$ cat config.mk
export PLATFORM = sky130hd
export DESIGN_NAME = tmr16_periph
export DESIGN_NICKNAME = d
export VERILOG_FILES = /design/src/rtl/tmr16_pkg.sv /design/src/rtl/tmr16_src.sv /design/src/rtl/tmr16_presc.sv /design/src/rtl/tmr16_count.sv /design/src/rtl/tmr16_periph.sv
export SDC_FILE = /design/constraint.sdc
export NUM_CORES = 1
export LEC_CHECK = 0
export ABC_CLOCK_PERIOD_IN_PS = 4800
export BUFFER_PORTS_ARGS = -buffer_cell sky130_fd_sc_hd__clkbuf_2
export CAP_MARGIN = 20
export CELL_PAD_IN_SITES_DETAIL_PLACEMENT = 0
export CELL_PAD_IN_SITES_GLOBAL_PLACEMENT = 2
export CORE_MARGIN = 1.5
export CORE_UTILIZATION = 30
export DETAILED_ROUTE_END_ITERATION = 12
export HOLD_SLACK_MARGIN = 0.05
export PLACE_DENSITY_LB_ADDON = 0.1
export SKIP_LAST_GASP = 1
export SLEW_MARGIN = 25
export SYNTH_ARGS = -nofsm -noshare
export SYNTH_HDL_FRONTEND = slang
export SYNTH_SLANG_ARGS = --single-unit
$ cat constraint.sdc
create_clock -name clk_i -period 4.8 [get_ports clk_i]
set_input_delay 0.24 -clock clk_i [delete_from_list [all_inputs] [get_ports clk_i]]
set_output_delay 0.24 -clock clk_i [all_outputs]
set_load 0.02 [all_outputs]
$ cat src/rtl/tmr16_pkg.sv
package tmr16_pkg;
    localparam int DW = 8;
    localparam int CW = 2 * DW;

    localparam logic [1:0] ADR_CTRL = 2'd0;
    localparam logic [1:0] ADR_LO   = 2'd1;
    localparam logic [1:0] ADR_HI   = 2'd2;
    localparam logic [1:0] ADR_STAT = 2'd3;

    typedef struct packed {
        logic       pair16;    // bit6: paired 16-bit access
        logic       trig_en;   // bit5: route compare trigger
        logic [1:0] div_sel;   // bits4:3: divide 1,2,4,8
        logic       nosync;    // bit2: bypass synchronizer
        logic       ext_src;   // bit1: external source
        logic       run;       // bit0: enable
    } ctrl_t;
endpackage

$ cat src/rtl/tmr16_src.sv
module tmr16_src #(
    parameter int SYNC_STAGES = 2,
    parameter int QDIV        = 4
) (
    input  logic clk_i,
    input  logic rst_ni,
    input  logic ext_i,
    input  logic ext_sel_i,
    input  logic nosync_i,
    input  logic clr_i,
    output logic tick_o
);
    localparam int PHW = (QDIV > 1) ? $clog2(QDIV) : 1;
    localparam logic [PHW-1:0] PH_LAST = PHW'(QDIV - 1);

    typedef struct packed {
        logic [SYNC_STAGES:0] sh;
        logic [PHW-1:0]       ph;
    } st_t;

    st_t st_d, st_q;
    logic sync_edge, raw_edge, int_tick;

    always_comb begin
        st_d      = st_q;
        st_d.sh   = {st_q.sh[SYNC_STAGES-1:0], ext_i};
        if (clr_i || st_q.ph == PH_LAST) st_d.ph = '0;
        else                             st_d.ph = st_q.ph + PHW'(1);
        sync_edge = st_q.sh[SYNC_STAGES-1] & ~st_q.sh[SYNC_STAGES];
        raw_edge  = ext_i & ~st_q.sh[0];
        int_tick  = (st_q.ph == PH_LAST);
        if (!ext_sel_i)    tick_o = int_tick;
        else if (nosync_i) tick_o = raw_edge;
        else               tick_o = sync_edge;
    end

    always_ff @(posedge clk_i or negedge rst_ni) begin
        if (!rst_ni) st_q <= '0;
        else         st_q <= st_d;
    end

    // internal ticks are spaced QDIV clocks apart
    p_int_spacing_r2: assert property (@(posedge clk_i) disable iff (!rst_ni)
        (!ext_sel_i && tick_o && !clr_i) |=> !tick_o || (QDIV == 1));
endmodule

$ cat src/rtl/tmr16_presc.sv
module tmr16_presc #(
    parameter int SEL_W = 2
) (
    input  logic             clk_i,
    input  logic             rst_ni,
    input  logic             tick_i,
    input  logic [SEL_W-1:0] sel_i,
    input  logic             clr_i,
    output logic             tick_o
);
    localparam int PW = (2 ** SEL_W) - 1;

    typedef struct packed {
        logic [PW-1:0] cnt;
    } st_t;

    st_t st_d, st_q;
    logic [PW-1:0] last;

    always_comb begin
        last   = PW'((1 << sel_i) - 1);
        st_d   = st_q;
        tick_o = tick_i && (st_q.cnt == last);
        if (clr_i)       st_d.cnt = '0;
        else if (tick_o) st_d.cnt = '0;
        else if (tick_i) st_d.cnt = st_q.cnt + PW'(1);
    end

    always_ff @(posedge clk_i or negedge rst_ni) begin
        if (!rst_ni) st_q <= '0;
        else         st_q <= st_d;
    end

    // above ratio 1, two output ticks never come back to back
    p_no_double_r3: assert property (@(posedge clk_i) disable iff (!rst_ni)
        tick_o |=> (sel_i == '0) || !tick_o);
endmodule

$ cat src/rtl/tmr16_count.sv
module tmr16_count
    import tmr16_pkg::*;
(
    input  logic          clk_i,
    input  logic          rst_ni,
    input  logic          tick_i,
    input  logic          trig_i,
    input  logic          wr_lo_i,
    input  logic          wr_hi_i,
    input  logic          rd_lo_i,
    input  logic [DW-1:0] wdata_i,
    input  logic          pair_i,
    input  logic          defer_i,
    output logic [CW-1:0] cnt_o,
    output logic [DW-1:0] shadow_o,
    output logic          wrap_o
);
    typedef struct packed {
        logic [CW-1:0] cnt;
        logic [DW-1:0] shadow;
        logic          pend;
        logic [CW-1:0] pval;
    } st_t;

    st_t st_d, st_q;
    logic [CW-1:0] base, wval;
    logic          cnt_wr;

    always_comb begin
        st_d   = st_q;
        wrap_o = 1'b0;
        base   = st_q.pend ? st_q.pval : st_q.cnt;
        cnt_wr = wr_lo_i || (wr_hi_i && !pair_i);
        if (wr_lo_i) wval = {(pair_i ? st_q.shadow : base[CW-1:DW]), wdata_i};
        else         wval = {wdata_i, base[DW-1:0]};

        if (pair_i && wr_hi_i)      st_d.shadow = wdata_i;
        else if (pair_i && rd_lo_i) st_d.shadow = st_q.cnt[CW-1:DW];

        if (trig_i) begin
            st_d.cnt  = '0;
            st_d.pend = 1'b0;
        end else if (tick_i) begin
            if (st_q.pend) begin
                st_d.cnt  = st_q.pval;
                st_d.pend = 1'b0;
            end else begin
                st_d.cnt = st_q.cnt + CW'(1);
                wrap_o   = &st_q.cnt;
            end
        end

        if (cnt_wr) begin
            if (defer_i) begin
                st_d.pend = 1'b1;
                st_d.pval = wval;
            end else begin
                st_d.cnt  = wval;
                st_d.pend = 1'b0;
                wrap_o    = 1'b0;
            end
        end
        cnt_o    = st_q.cnt;
        shadow_o = st_q.shadow;
    end

    always_ff @(posedge clk_i or negedge rst_ni) begin
        if (!rst_ni) st_q <= '0;
        else         st_q <= st_d;
    end

    // without a tick, trigger or write the count is frozen
    p_hold_r6: assert property (@(posedge clk_i) disable iff (!rst_ni)
        (!tick_i && !trig_i && !wr_lo_i && !wr_hi_i) |=> $stable(cnt_o));
    // an unopposed trigger leaves zero behind
    p_trig_clear_r8: assert property (@(posedge clk_i) disable iff (!rst_ni)
        (trig_i && !wr_lo_i && !wr_hi_i) |=> (cnt_o == '0));
    // a wrap pulse is always followed by a zero count
    p_wrap_zero_r7: assert property (@(posedge clk_i) disable iff (!rst_ni)
        wrap_o |=> (cnt_o == '0));
endmodule

$ cat src/rtl/tmr16_periph.sv
module tmr16_periph
    import tmr16_pkg::*;
(
    input  logic       clk_i,
    input  logic       rst_ni,
    input  logic       ext_clk_i,
    input  logic       trig_i,
    input  logic       bus_wr_i,
    input  logic       bus_rd_i,
    input  logic [1:0] bus_addr_i,
    input  logic [7:0] bus_wdata_i,
    output logic [7:0] bus_rdata_o,
    output logic       ovf_flag_o
);
    typedef struct packed {
        ctrl_t ctrl;
        logic  flag;
    } st_t;

    st_t st_d, st_q;
    logic wr_ctrl, wr_lo, wr_hi, wr_stat, rd_lo;
    logic src_tick, run_tick, div_tick, restart, wrap, trig_eff;
    logic [CW-1:0] cnt;
    logic [DW-1:0] shadow;

    always_comb begin
        wr_ctrl  = bus_wr_i && (bus_addr_i == ADR_CTRL);
        wr_lo    = bus_wr_i && (bus_addr_i == ADR_LO);
        wr_hi    = bus_wr_i && (bus_addr_i == ADR_HI);
        wr_stat  = bus_wr_i && (bus_addr_i == ADR_STAT);
        rd_lo    = bus_rd_i && (bus_addr_i == ADR_LO);
        restart  = wr_ctrl || wr_lo || wr_hi;
        run_tick = st_q.ctrl.run && src_tick;
        trig_eff = trig_i && st_q.ctrl.trig_en;

        st_d = st_q;
        if (wr_ctrl) st_d.ctrl = ctrl_t'(bus_wdata_i[6:0]);
        if (wrap)                          st_d.flag = 1'b1;
        else if (wr_stat && !bus_wdata_i[0]) st_d.flag = 1'b0;

        case (bus_addr_i)
            ADR_CTRL: bus_rdata_o = {1'b0, st_q.ctrl};
            ADR_LO:   bus_rdata_o = cnt[DW-1:0];
            ADR_HI:   bus_rdata_o = st_q.ctrl.pair16 ? shadow : cnt[CW-1:DW];
            default:  bus_rdata_o = {7'b0, st_q.flag};
        endcase
        ovf_flag_o = st_q.flag;
    end

    always_ff @(posedge clk_i or negedge rst_ni) begin
        if (!rst_ni) st_q <= '0;
        else         st_q <= st_d;
    end

    tmr16_src #(.SYNC_STAGES(2), .QDIV(4)) u_src (
        .clk_i     (clk_i),
        .rst_ni    (rst_ni),
        .ext_i     (ext_clk_i),
        .ext_sel_i (st_q.ctrl.ext_src),
        .nosync_i  (st_q.ctrl.nosync),
        .clr_i     (restart),
        .tick_o    (src_tick)
    );

    tmr16_presc #(.SEL_W(2)) u_presc (
        .clk_i  (clk_i),
        .rst_ni (rst_ni),
        .tick_i (run_tick),
        .sel_i  (st_q.ctrl.div_sel),
        .clr_i  (restart),
        .tick_o (div_tick)
    );

    tmr16_count u_count (
        .clk_i    (clk_i),
        .rst_ni   (rst_ni),
        .tick_i   (div_tick),
        .trig_i   (trig_eff),
        .wr_lo_i  (wr_lo),
        .wr_hi_i  (wr_hi),
        .rd_lo_i  (rd_lo),
        .wdata_i  (bus_wdata_i),
        .pair_i   (st_q.ctrl.pair16),
        .defer_i  (st_q.ctrl.ext_src && st_q.ctrl.nosync),
        .cnt_o    (cnt),
        .shadow_o (shadow),
        .wrap_o   (wrap)
    );

    // a wrap always leaves the flag set, even against a clearing write
    p_wrap_flag_r7: assert property (@(posedge clk_i) disable iff (!rst_ni)
        wrap |=> ovf_flag_o);
    // the flag only drops through a status write with bit0 = 0
    p_flag_sticky_r7: assert property (@(posedge clk_i) disable iff (!rst_ni)
        (ovf_flag_o && !(wr_stat && !bus_wdata_i[0])) |=> ovf_flag_o);
    // a stopped timer produces no divided ticks
    p_stop_r6: assert property (@(posedge clk_i) disable iff (!rst_ni)
        !st_q.ctrl.run |-> !div_tick);
endmodule

# == Yosys cells after proc, flatten, opt, wreduce, memory -nomap -nowiden ==
# Index checks and enable logic that the tools add are counted.
# totals
register_bits,57
latchBits,0
ram_bits,0
rom_bits,0
in_bits,16
out_inout_bits,9
elab_cells,84
mem_count,0
# classes
add_sub_neg,4
n_mul,0
div_mod_pow,0
order_cmp,0
n_eq_ne,5
shift,1
n_mux,30
n_bitwise,4
n_reduce_logical,26
# ops
op,count
2-to-1 mux 16 bit,8
2-to-1 mux 8 bit,4
one-hot mux 8 bit (3 select lines),1
2-to-1 mux 17 bit,1
adder 16 x 1 -> 16 bit (second input constant),1
AND reduction 16 bit,1
logical AND 1 bit,13
2-to-1 mux 1 bit,12
2-to-1 mux 3 bit,3
equality test 2 bit (second input constant),3
nonzero test 3 bit,2
logical OR 1 bit,4
nonzero test 2 bit,2
adder 3 x 1 -> 3 bit (second input constant),1
equality test 3 bit,1
<< shifter 1 x 2 -> 3 bit (first input constant),1
subtractor 3 x 2 -> 3 bit (second input constant),1
adder 2 x 1 -> 2 bit (second input constant),1
AND 1 bit,2
equality test 2 x 1 -> 1 bit (second input constant),1
zero test 1 bit,2
zero test 2 bit,1
2-to-1 mux 2 bit,1
inverter 1 bit,2
AND reduction 2 bit,1

# == Logic depth before layout (Yosys ltp) ==
# Gate-level depths: netlist of run 1.
# logic_depth
depth_word,11
depth_mapped,8
depth_no_buf,6

# == Modules after synthesis ==
# Synthesis of run 1 repeated with hierarchy kept, for this count alone.
# hier_totals
cells_unflattened,446
area_unflattened_um2,3895.0
# modules_own_cells
mod,n_inst,cells_each,area_per_inst_um2,seq_area_each_um2
tmr16_count,1,349,2862.7,1026.0
tmr16_periph,1,62,633.1,200.2
tmr16_presc,1,23,222.7,75.1
tmr16_src,1,12,176.4,125.1

# == Worst setup path after synthesis of run 1 ==
# No wires, ideal clock.
# synth_path
path_type,reg2reg
startpoint,register st_q[5] (netlist name)
endpoint,"register u_count.st_q, in the netlist u_count.cnt_o[3]"
setup_time_ns,0.128
t_arrival_ns,1.815
required_time_ns,4.672
slack_ns,2.857
stages_incl_launch_ff,7
path_buffers,0
period_less_slack_ns,1.943
path_cell_list,dfrtp_1 > or3_4 > o32ai_2 > a31oi_2 > or4_1 > a21oi_1 > o22ai_1
# synth_rtl
element,line,rtl
from (decl),tmr16_periph.sv:20,"st_t st_d, st_q;"
from (signal assigned),tmr16_periph.sv:52,else st_q <= st_d;
to (signal assigned),tmr16_count.sv:69,else st_q <= st_d;
to (decl),tmr16_count.sv:25,"st_t st_d, st_q;"

# == Worst setup path in the final report of run 1 ==
# layout_path
startpoint,register st_q[7] (netlist name)
endpoint,register u_count.st_q[7] (netlist name)
# layout_between
elab_chain_len,4
# layout_rtl
element,line,rtl
zero test 1 bit,tmr16_count.sv:33,cnt_wr = wr_lo_i || (wr_hi_i && !pair_i);
logical AND 1 bit,tmr16_count.sv:33,
logical OR 1 bit,tmr16_count.sv:33,
AND reduction 2 bit (no source line),-,
# No other way between the ends.
# A chain may end at the register's enable or synchronous reset.

==> impl_metrics.toml, run 1 <==
[outcome]
status = "finished clean"

[cells_and_area]
final_net_count = 444
antenna_cells = 0
area_delta_synth_final_pct = 13.5
design_area_um2 = 4100
finalNonFillerCells = 573
drive_above_1_share = 0.144

[global_route]
grt_antenna_before_repair = 0
grt_pass1_wl_um = 19300
grt_max_degree = 58
grt_pass1_vias = 3131
grt-ovfl-total = 0
grtUsageTotal = 0.206

[worst_setup_path]
r2r_cells = 6
worstPathMaxFanout = 29
startpoint_type = "flop"
path_cells = "nor3b_1 -> o21ai_0 -> or2_2 -> a21oi_1 -> nor2_1 -> a21oi_1"
slowest_delay_ps = 730
worst_r2r_endpoint = "u_count.st_q[7]"
crit_top_cell = "a21oi_1"
crit_arrival_ps = 2830
critPathKind = "reg -> reg"
r2r-start = "st_q[7]"
critPathCaptureType = "flop"
rrSetupSlack_ps = 2230
critPathRequiredTime_ps = 5060
cpMaxStageDelayCell = "dfrtp_1"

[placed_design]
portBuffers = 24
dpl_cell_area_um2 = 3770
dp_worst_setup_slack_ps = 2260
dp.cells = 556
place.detailed.hpwl_um = 8280
gp_congestion = 0.752

[routing]
drc = 0
drt_iter0_drc = 293
first_pass_iters = 5
wl_um = 12300
wl_met1_um = 6390
dr.max_layer_used = "met4"
wl_met2_um = 5320
met3_length_um = 370
drtAntennaViolNets = 0
wl_per_cell_um = 21.4
viasPerCell = 5.60
via_count = 3211

[logic_synthesis]
synth_area_um2 = 3610
synth_cell_type_count = 67
synth_seq_cells = 57
postSynth.asyncResetShare = 1.00
seq_area_frac_synth = 0.395
syn_avg_cell_area_um2 = 8.73
synthTopCellsByArea = "dfrtp_1, mux2i_1, o21ai_0, nand2_1, a21oi_1"
synth_edf_count = 0
synth_top_cell_by_area = "dfrtp_1"
ys_warn_count = 0
synth_ff_type = "dfrtp_1"
syn-instance-count = 414
synth_top_area_share = 0.395
synthesis.nets = 433

[timing]
fin_crit_sh = 0.535
maxSlewViolCount = 0
finClkSkew_ps = 9.66
fin_ws_ps = 2230
max_freq_mhz = 390
maxSlewHeadroom = 0.373
hold_violations = 0
period_needed_ps = 2570
setup_tns_ps = 0
rsz0062_at_grt = "false"
tightest_slew_ps = 941
finalSetupViolations = 0

[clock_network]
clkSlewWorstSetupHoldPaths_ps = 60
htreeDepth = 3
cts.sinks = 57
root_buffer = "clkbuf_16"
tritoncts = "yes"
numCtsBuffers = 9
cts-resized-gates = 0
clk_latency_ps = 340
clockBufferDepth = 2

[power_and_ir_drop]
vdd_drop_max_v = 0.000188
p_per_area_nw_per_um2 = 499
total_power_mw = 2.05
leakage_nw = 1.68

[floorplanning]
die_area_um2 = 12700
die_w_um = 113
rows = 39
start_util = 0.312
fp.dieH_um = 113
coreArea_um2 = 11600
ios = 25

[hold_path]
hold_class = "in -> async"

[job]
drv_cap = 0
-- through the flow --
stage / utilization / hold slack [ps]
3_3_place_gp: 0.326 / 356
5_1_grt: 0.355 / 173
2_1_floorplan: - / -55.6
3_5_place_dp: 0.326 / 363
6_report: 0.355 / 76.5
4_1_cts: 0.355 / 117
-- area by class of cell --
cell class              count  area, um2
fillers                  1194       7460
multi-input cells         321       1990
flip-flops and latches     57       1430
clock buffers              12        246
well taps                 143        179
repair buffers             29        160
clock inverters             4       76.3
inverters                   7       26.3
-- repair_timing --
action | 4_1_cts | 5_1_grt
buffers inserted | 0 | 0
endpoints found under the hold margin | 1 | 0
hold buffers | 1 | 0
-- power by group --
part	internal, mW	switching (mW)
Sequential	0.623	0.203
Clock	0.469	0.236
Combinational	0.221	0.293
Total	1.31	0.732
-- worst max-delay path: cells and delay by family (launching register included) --
family / cells / cell delay [ps]
compound gates: 3 / 780
simple gates: 3 / 980
flops: 1 / 730
-- per-layer routing --
layer | vias up | global-route usage
li1 | 1541 | -
met1 | 1573 | 0.316
met2 | 83 | 0.296
met3 | 14 | 0.0273
met4 | 0 | 0.0684
met5 | - | 0
-- flip-flops by register name, summed over array words and instances, names as in the netlist --
signal,count
u_count.shadow_o,8
u_src.st_q,3
st_q,7
u_presc.st_q,3
u_count.cnt_o,16
u_src.st_d,2
ovf_flag_o,1
u_count.st_q,17
-- worst max path at each step --
stage,start,depth (start not counted),to
final,st_q[7],6,u_count.st_q[7]
after global routing,st_q[7],7,u_count.cnt_o[3]
after CTS,st_q[7],3,bus_rdata_o[0]
after detailed placement,st_q[7],7,u_count.cnt_o[3]
after global placement,st_q[7],7,u_count.cnt_o[3]
after floorplan,st_q[5],6,u_count.cnt_o[3]
-- cell families (layout without fill, tap and decap cells) --
family / after synthesis / count (layout) / share of synthesized area
mux: 37 / 37 / 0.108
xor+xnor: 2 / 2 / 0.00485
fa+ha+maj: 3 / 3 / 0.0104
buf+inv: 36 / 52 / 0.0557
flops: 57 / 57 / 0.395
compound gates: 136 / 136 / 0.235
simple gates: 143 / 143 / 0.191
-- cell usage in the layout (no fill, tap or decap), types with 3 or more instances in the layout --
cell and n:
a21oi_1 35, a22oi_1 4, a31oi_1 3, and3_1 3
buf_4 4, clkbuf_16 9, clkbuf_2 24, dfrtp_1 57
ha_1 3, inv_1 6, mux2_2 7, mux2i_1 29
nand2_1 56, nand2b_1 4, nand3_1 13, nand4b_1 4
nor2_1 32, nor2b_1 7, nor3_1 6, o211ai_1 3
o21ai_0 44, o22ai_1 21, o31ai_1 3
-- cells in the mapped netlist, types with 3 or more instances --
| cell type | count |
|---|---|
| nor2b_1 | 7 |
| nand2_1 | 56 |
| mux2i_1 | 29 |
| nor2_1 | 32 |
| inv_1 | 6 |
| nand3_1 | 13 |
| a31oi_1 | 3 |
| ha_1 | 3 |
| nand2b_1 | 4 |
| o21ai_0 | 44 |
| and3_1 | 3 |
| o211ai_1 | 3 |
| mux2_2 | 7 |
| o22ai_1 | 21 |
| dfrtp_1 | 57 |
| clkbuf_1 | 18 |
| o31ai_1 | 3 |
| clkbuf_8 | 4 |
| nor3_1 | 6 |
| nand4b_1 | 4 |
| a21oi_1 | 35 |
| a22oi_1 | 4 |
No activity file was read; power rests on OpenSTA's default activity.
==> run 2, diff against run 1 <==
- ABC_AREA: default -> 1
- ABC_CLOCK_PERIOD_IN_PS: 4800 -> 2150
- clock period: 4.8 -> 2.15 ns (I/O delays scaled with it)
==> impl_metrics.toml, run 2 <==
[power_and_ir_drop]
power.share.combinational = 0.316
p_int_mw = 2.74
p_clk_frac = 0.303
p_sw_mw = 1.71
leakage_nw = 2.18
total_power_mw = 4.45
power.switching_fraction = 0.385
pwr-share-seq = 0.381
p_per_area_nw_per_um2 = 1020
vdd_drop_max_v = 0.000350

[worst_setup_path]
worstPathMaxFanout = 12
startpoint_type = "flop"
critPathRequiredTime_ps = 2040
critPathCaptureType = "primary output"
crit_arrival_ps = 1790
critPathKind = "reg -> out"

[clock_network]
clk_latency_ps = 340
clkSlewWorstSetupHoldPaths_ps = 50
tritoncts = "yes"
cts.sinks = 57
post_cts_buffers = 0
clockBufferDepth = 2
cts-resized-gates = 0
root_buffer = "clkbuf_16"
numCtsBuffers = 9
htreeDepth = 3

[routing]
first_pass_iters = 4
via_count = 3696
wl_um = 13400
viasPerCell = 4.88
drc = 0
drt_iter0_drc = 205
drtAntennaViolNets = 0
wl_per_cell_um = 17.7

[timing]
tightest_slew_ps = 801
max_freq_mhz = 527
setup_tns_ps = 0
finClkSkew_ps = 5.63
finalSetupViolations = 0
rsz0062_at_grt = "false"
maxSlewHeadroom = 0.466
hold_violations = 0
period_needed_ps = 1900
fin_crit_sh = 0.882
maxSlewViolCount = 0

[floorplanning]
rows = 40
ios = 25
start_util = 0.310
coreArea_um2 = 12100
die_area_um2 = 13200
fp.dieH_um = 115
die_w_um = 115

[outcome]
status = "finished clean"

[global_route]
grt-ovfl-total = 0
grtUsageTotal = 0.218
grt_pass1_vias = 3614
grt_pass1_wl_um = 21100
grt_antenna_before_repair = 0
grt_max_degree = 58

[logic_synthesis]
synthesis.nets = 569
postSynth.asyncResetShare = 1.00
synthTopCellsByArea = "dfrtp_1, nand2_1, nand3_1, o21ai_0, inv_1"
synth.most_common_cell = "nand2_1"
synth_area_um2 = 3750
synth_top_area_share = 0.380
netlist_top_cells_count = "nand2_1, dfrtp_1, nand3_1, inv_1, o21ai_0"
synth_top_cell_by_area = "dfrtp_1"
syn-instance-count = 550
ys_warn_count = 0
synth_edf_count = 0
synth_ff_type = "dfrtp_1"
syn_avg_cell_area_um2 = 6.82
seq_area_frac_synth = 0.380
synth_seq_cells = 57
synth_cell_type_count = 36

[cells_and_area]
final_common_cell = "nand2_1"
drive_above_1_share = 0.134
most-common-layout-cells = "nand2_1, dfrtp_1, nand3_1, inv_1, o21ai_0"
final_net_count = 603
top_register = "u_count.st_q"
largest_reg_flops = 17
antenna_cells = 0
area_delta_synth_final_pct = 16.4

[hold_path]
hold_class = "in -> reg"

[placed_design]
gp_congestion = 0.831
portBuffers = 24
place.detailed.hpwl_um = 9550

[job]
drv_cap = 0
[run 2: cell types whose count changed after synthesis, moves of 5 or more]
cell / change
a21oi_1: -15
clkbuf_1: -12
inv_1: +45
mux2_2: -7
mux2i_1: -29
nand2_1: +158
nand3_1: +39
nand4_1: +10
nor2_1: -5
nor2b_1: -7
o21ai_2: +6
o22ai_1: -21
[run 2: final timing paths]
kind                                startpoint                end  slack (ps)  cells past startpoint
worst max-delay path                   st_q[7]     bus_rdata_o[6]         250                      6
worst min-delay path            bus_wdata_i[0]         ovf_flag_o         100                      3
worst max register to register         st_q[2]   u_count.cnt_o[0]         300                      8
worst min register to register   u_src.st_d[4]      u_src.st_q[4]         370                      0
max in group asynchronous               rst_ni  u_count.cnt_o[10]        1140                      3
min in group asynchronous               rst_ni    u_presc.st_q[2]         490                      3
[run 2: logic make-up (layout without fill, tap and decap cells)]
group,count (synthesis),count (layout),share of synthesized area
XOR/XNOR,1,1,0.00233
AND/OR/NAND/NOR,323,323,0.373
AO/OA/AOI/OAI,90,90,0.144
flip-flops,57,57,0.380
adder cells (fa/ha/maj),3,3,0.0100
buffers and inverters,76,115,0.0903
[run 2: critical path, cell delays in order (launching register included)]
cell and delay, ps:
dfrtp_1 490, buf_4 250, nand2_1 90, o21ai_0 110
nand2_1 90, o211ai_1 180, clkbuf_2 240
[run 2: area by class of cell]
type                            instances  area [um2]
Clock buffer                           13         260
Sequential cell                        57        1430
Timing Repair Buffer                   40         245
Fill cell                            1372        7740
Clock inverter                          3        15.0
Multi-Input combinational cell        417        1990
Tap cell                              168         210
Inverter                               59         225
[run 2: through the flow]
stage | setup slack, ps | util | std cells | hold WS, ps | cell area [um2]
after floorplan | 714 | - | 550 | -188 | 3750
after global placement | 337 | 0.336 | 739 | 231 | 4080
after detailed placement | 316 | 0.336 | 739 | 237 | 4080
after CTS | 240 | 0.361 | 757 | 83.0 | 4370
after global routing | 93.4 | 0.361 | 757 | 126 | 4370
final | 254 | 0.361 | 757 | 95.5 | 4370
[run 2: layer usage]
layer  part of all wire  track usage  wire (um)
met2               0.44        0.332       5940
met1               0.50        0.312       6730
met4              0.018       0.0864        237
met5                  0            0          0
met3              0.038       0.0327        513
[run 2: power groups by stage]
| stage | sequential, mW | clock, mW | combinational, mW |
|---|---|---|---|
| after floorplan | 1.61 | 0 | 1.02 |
| after global placement | 1.69 | 0 | 1.40 |
| after detailed placement | 1.70 | 0 | 1.42 |
| after CTS | 1.69 | 1.39 | 1.42 |
| after global routing | 1.74 | 1.44 | 1.62 |
| final | 1.69 | 1.35 | 1.41 |
[run 2: what timing repair did]
item                                   4_1_cts  5_1_grt
hold buffers                                 2        0
endpoints found under the hold margin       58        0
setup endpoints to repair                    0        0
==> run 3, diff against run 2 <==
- REMOVE_ABC_BUFFERS: default -> 1
==> impl_metrics.toml, run 3 (synthesized netlist as in run 2, its figures left out) <==
[cells_and_area]
nFillCells = 1340
drive_above_1_share = 0.139
final_net_count = 607
antenna_cells = 0
area_delta_synth_final_pct = 18.2
top_register = "u_count.st_q"
largest_reg_flops = 17
most-common-layout-cells = "nand2_1, dfrtp_1, nand3_1, inv_1, o21ai_0"
final_util = 0.366
final_common_cell = "nand2_1"
finalNonFillerCells = 760

[power_and_ir_drop]
vdd_drop_max_v = 0.000386
p_int_mw = 2.76
p_clk_frac = 0.308
pwr-share-seq = 0.379
p_per_area_nw_per_um2 = 1010
power.switching_fraction = 0.383
power.share.combinational = 0.313
leakage_nw = 2.21
p_sw_mw = 1.72

[global_route]
grtUsageTotal = 0.218
grt_pass1_vias = 3617
grt_use_met1 = 0.297
grt_max_degree = 26
grt-ovfl-total = 0
grt_pass1_wl_um = 21100
grt-busiest-layer = "met2"
grtUsageMet2 = 0.347
grt_util_met3 = 0.0390
grt_antenna_before_repair = 0

[timing]
max_freq_mhz = 532
maxSlewHeadroom = 0.633
finClkSkew_ps = 8.70
period_needed_ps = 1880
setup_tns_ps = 0
hold_violations = 0
fin_crit_sh = 0.875
holdWs_ps = 125
rsz0062_at_grt = "false"
maxSlewViolCount = 0
finalSetupViolations = 0
fin_ws_ps = 269
tightest_slew_ps = 550

[hold_path]
hold_class = "in -> reg"
holdPathStages = 3

[routing]
viasPerCell = 4.97
drc = 0
wl_um = 13300
first_pass_iters = 5
via_count = 3780
drtAntennaViolNets = 0
drt_iter0_drc = 283
wl_per_cell_um = 17.5

[worst_setup_path]
crit_arrival_ps = 1770
critPathKind = "reg -> out"
critPathRequiredTime_ps = 2040
r2r_cells = 8
startpoint_type = "flop"
critPathCaptureType = "primary output"
worstPathMaxFanout = 21

[placed_design]
portBuffers = 24
gp_congestion = 0.829
dp.cells = 741
place.detailed.hpwl_um = 9610
dp_worst_setup_slack_ps = 284

[clock_network]
cts_hold_buf = 4
clk_latency_ps = 340
clkSlewWorstSetupHoldPaths_ps = 50
numCtsBuffers = 9
cts.sinks = 57
tritoncts = "yes"
htreeDepth = 3
cts-resized-gates = 0
post_cts_buffers = 0
root_buffer = "clkbuf_16"
clockBufferDepth = 2

[outcome]
status = "finished clean"

[floorplanning]
ios = 25
coreArea_um2 = 12100
die_w_um = 115
die_area_um2 = 13200
fp.dieH_um = 115
start_util = 0.310
rows = 40

[job]
drv_cap = 0
-- run 3: cell count changes in the layout (fill, tap and decap cells not counted), sizes merged --
cell         before  now
dlygate4sd3       2    4
buf              14   16
clkbuf           37   36
-- run 3: through the flow --
step | power, mW | area, um2
after detailed placement | 3.10 | 4120
after floorplan | 2.60 | 3640
after global routing | 4.81 | 4440
after CTS | 4.51 | 4440
after global placement | 3.10 | 4120
final | 4.48 | 4440
-- run 3: final timing paths --
kind,startpoint,end,slack [ps]
max in group asynchronous,rst_ni,u_count.st_q[6],1270
worst max-delay path,st_q[7],bus_rdata_o[1],270
worst min register to register,u_src.st_d[4],u_src.st_q[4],380
worst min-delay path,bus_wdata_i[5],st_q[6],120
worst max register to register,st_q[2],u_count.cnt_o[3],280
min in group asynchronous,rst_ni,u_presc.st_q[0],290
-- run 3: worst max-delay path, stage by stage (launching register included) --
cell      delay, ps
dfrtp_1         450
buf_12          190
o21ai_0         360
nand2_1         110
o211ai_1        110
clkbuf_2        200
-- run 3: area by class of cell --
type | count | area (um2) | area share
clock buffer | 12 | 267 | 0.0601
inverter | 59 | 225 | 0.0508
tap | 168 | 210 | 0.0474
clock inverter | 3 | 15.0 | 0.00338
multi-input combinational | 417 | 1990 | 0.448
timing repair buffer | 44 | 305 | 0.0688
sequential | 57 | 1430 | 0.321
-- run 3: power groups by stage --
stage	clock (mW)	sequential, mW	combinational [mW]
2_1_floorplan	0	1.63	0.968
3_3_place_gp	0	1.70	1.40
5_1_grt	1.46	1.75	1.60
3_5_place_dp	0	1.71	1.39
4_1_cts	1.41	1.69	1.40
6_report	1.38	1.70	1.40
-- run 3: layer usage --
metal | routed length [um] | vias to the layer above
met5 | 0 | -
met4 | 235 | 0
met3 | 594 | 17
met2 | 6140 | 98
met1 | 6360 | 1792
li1 | - | 1873
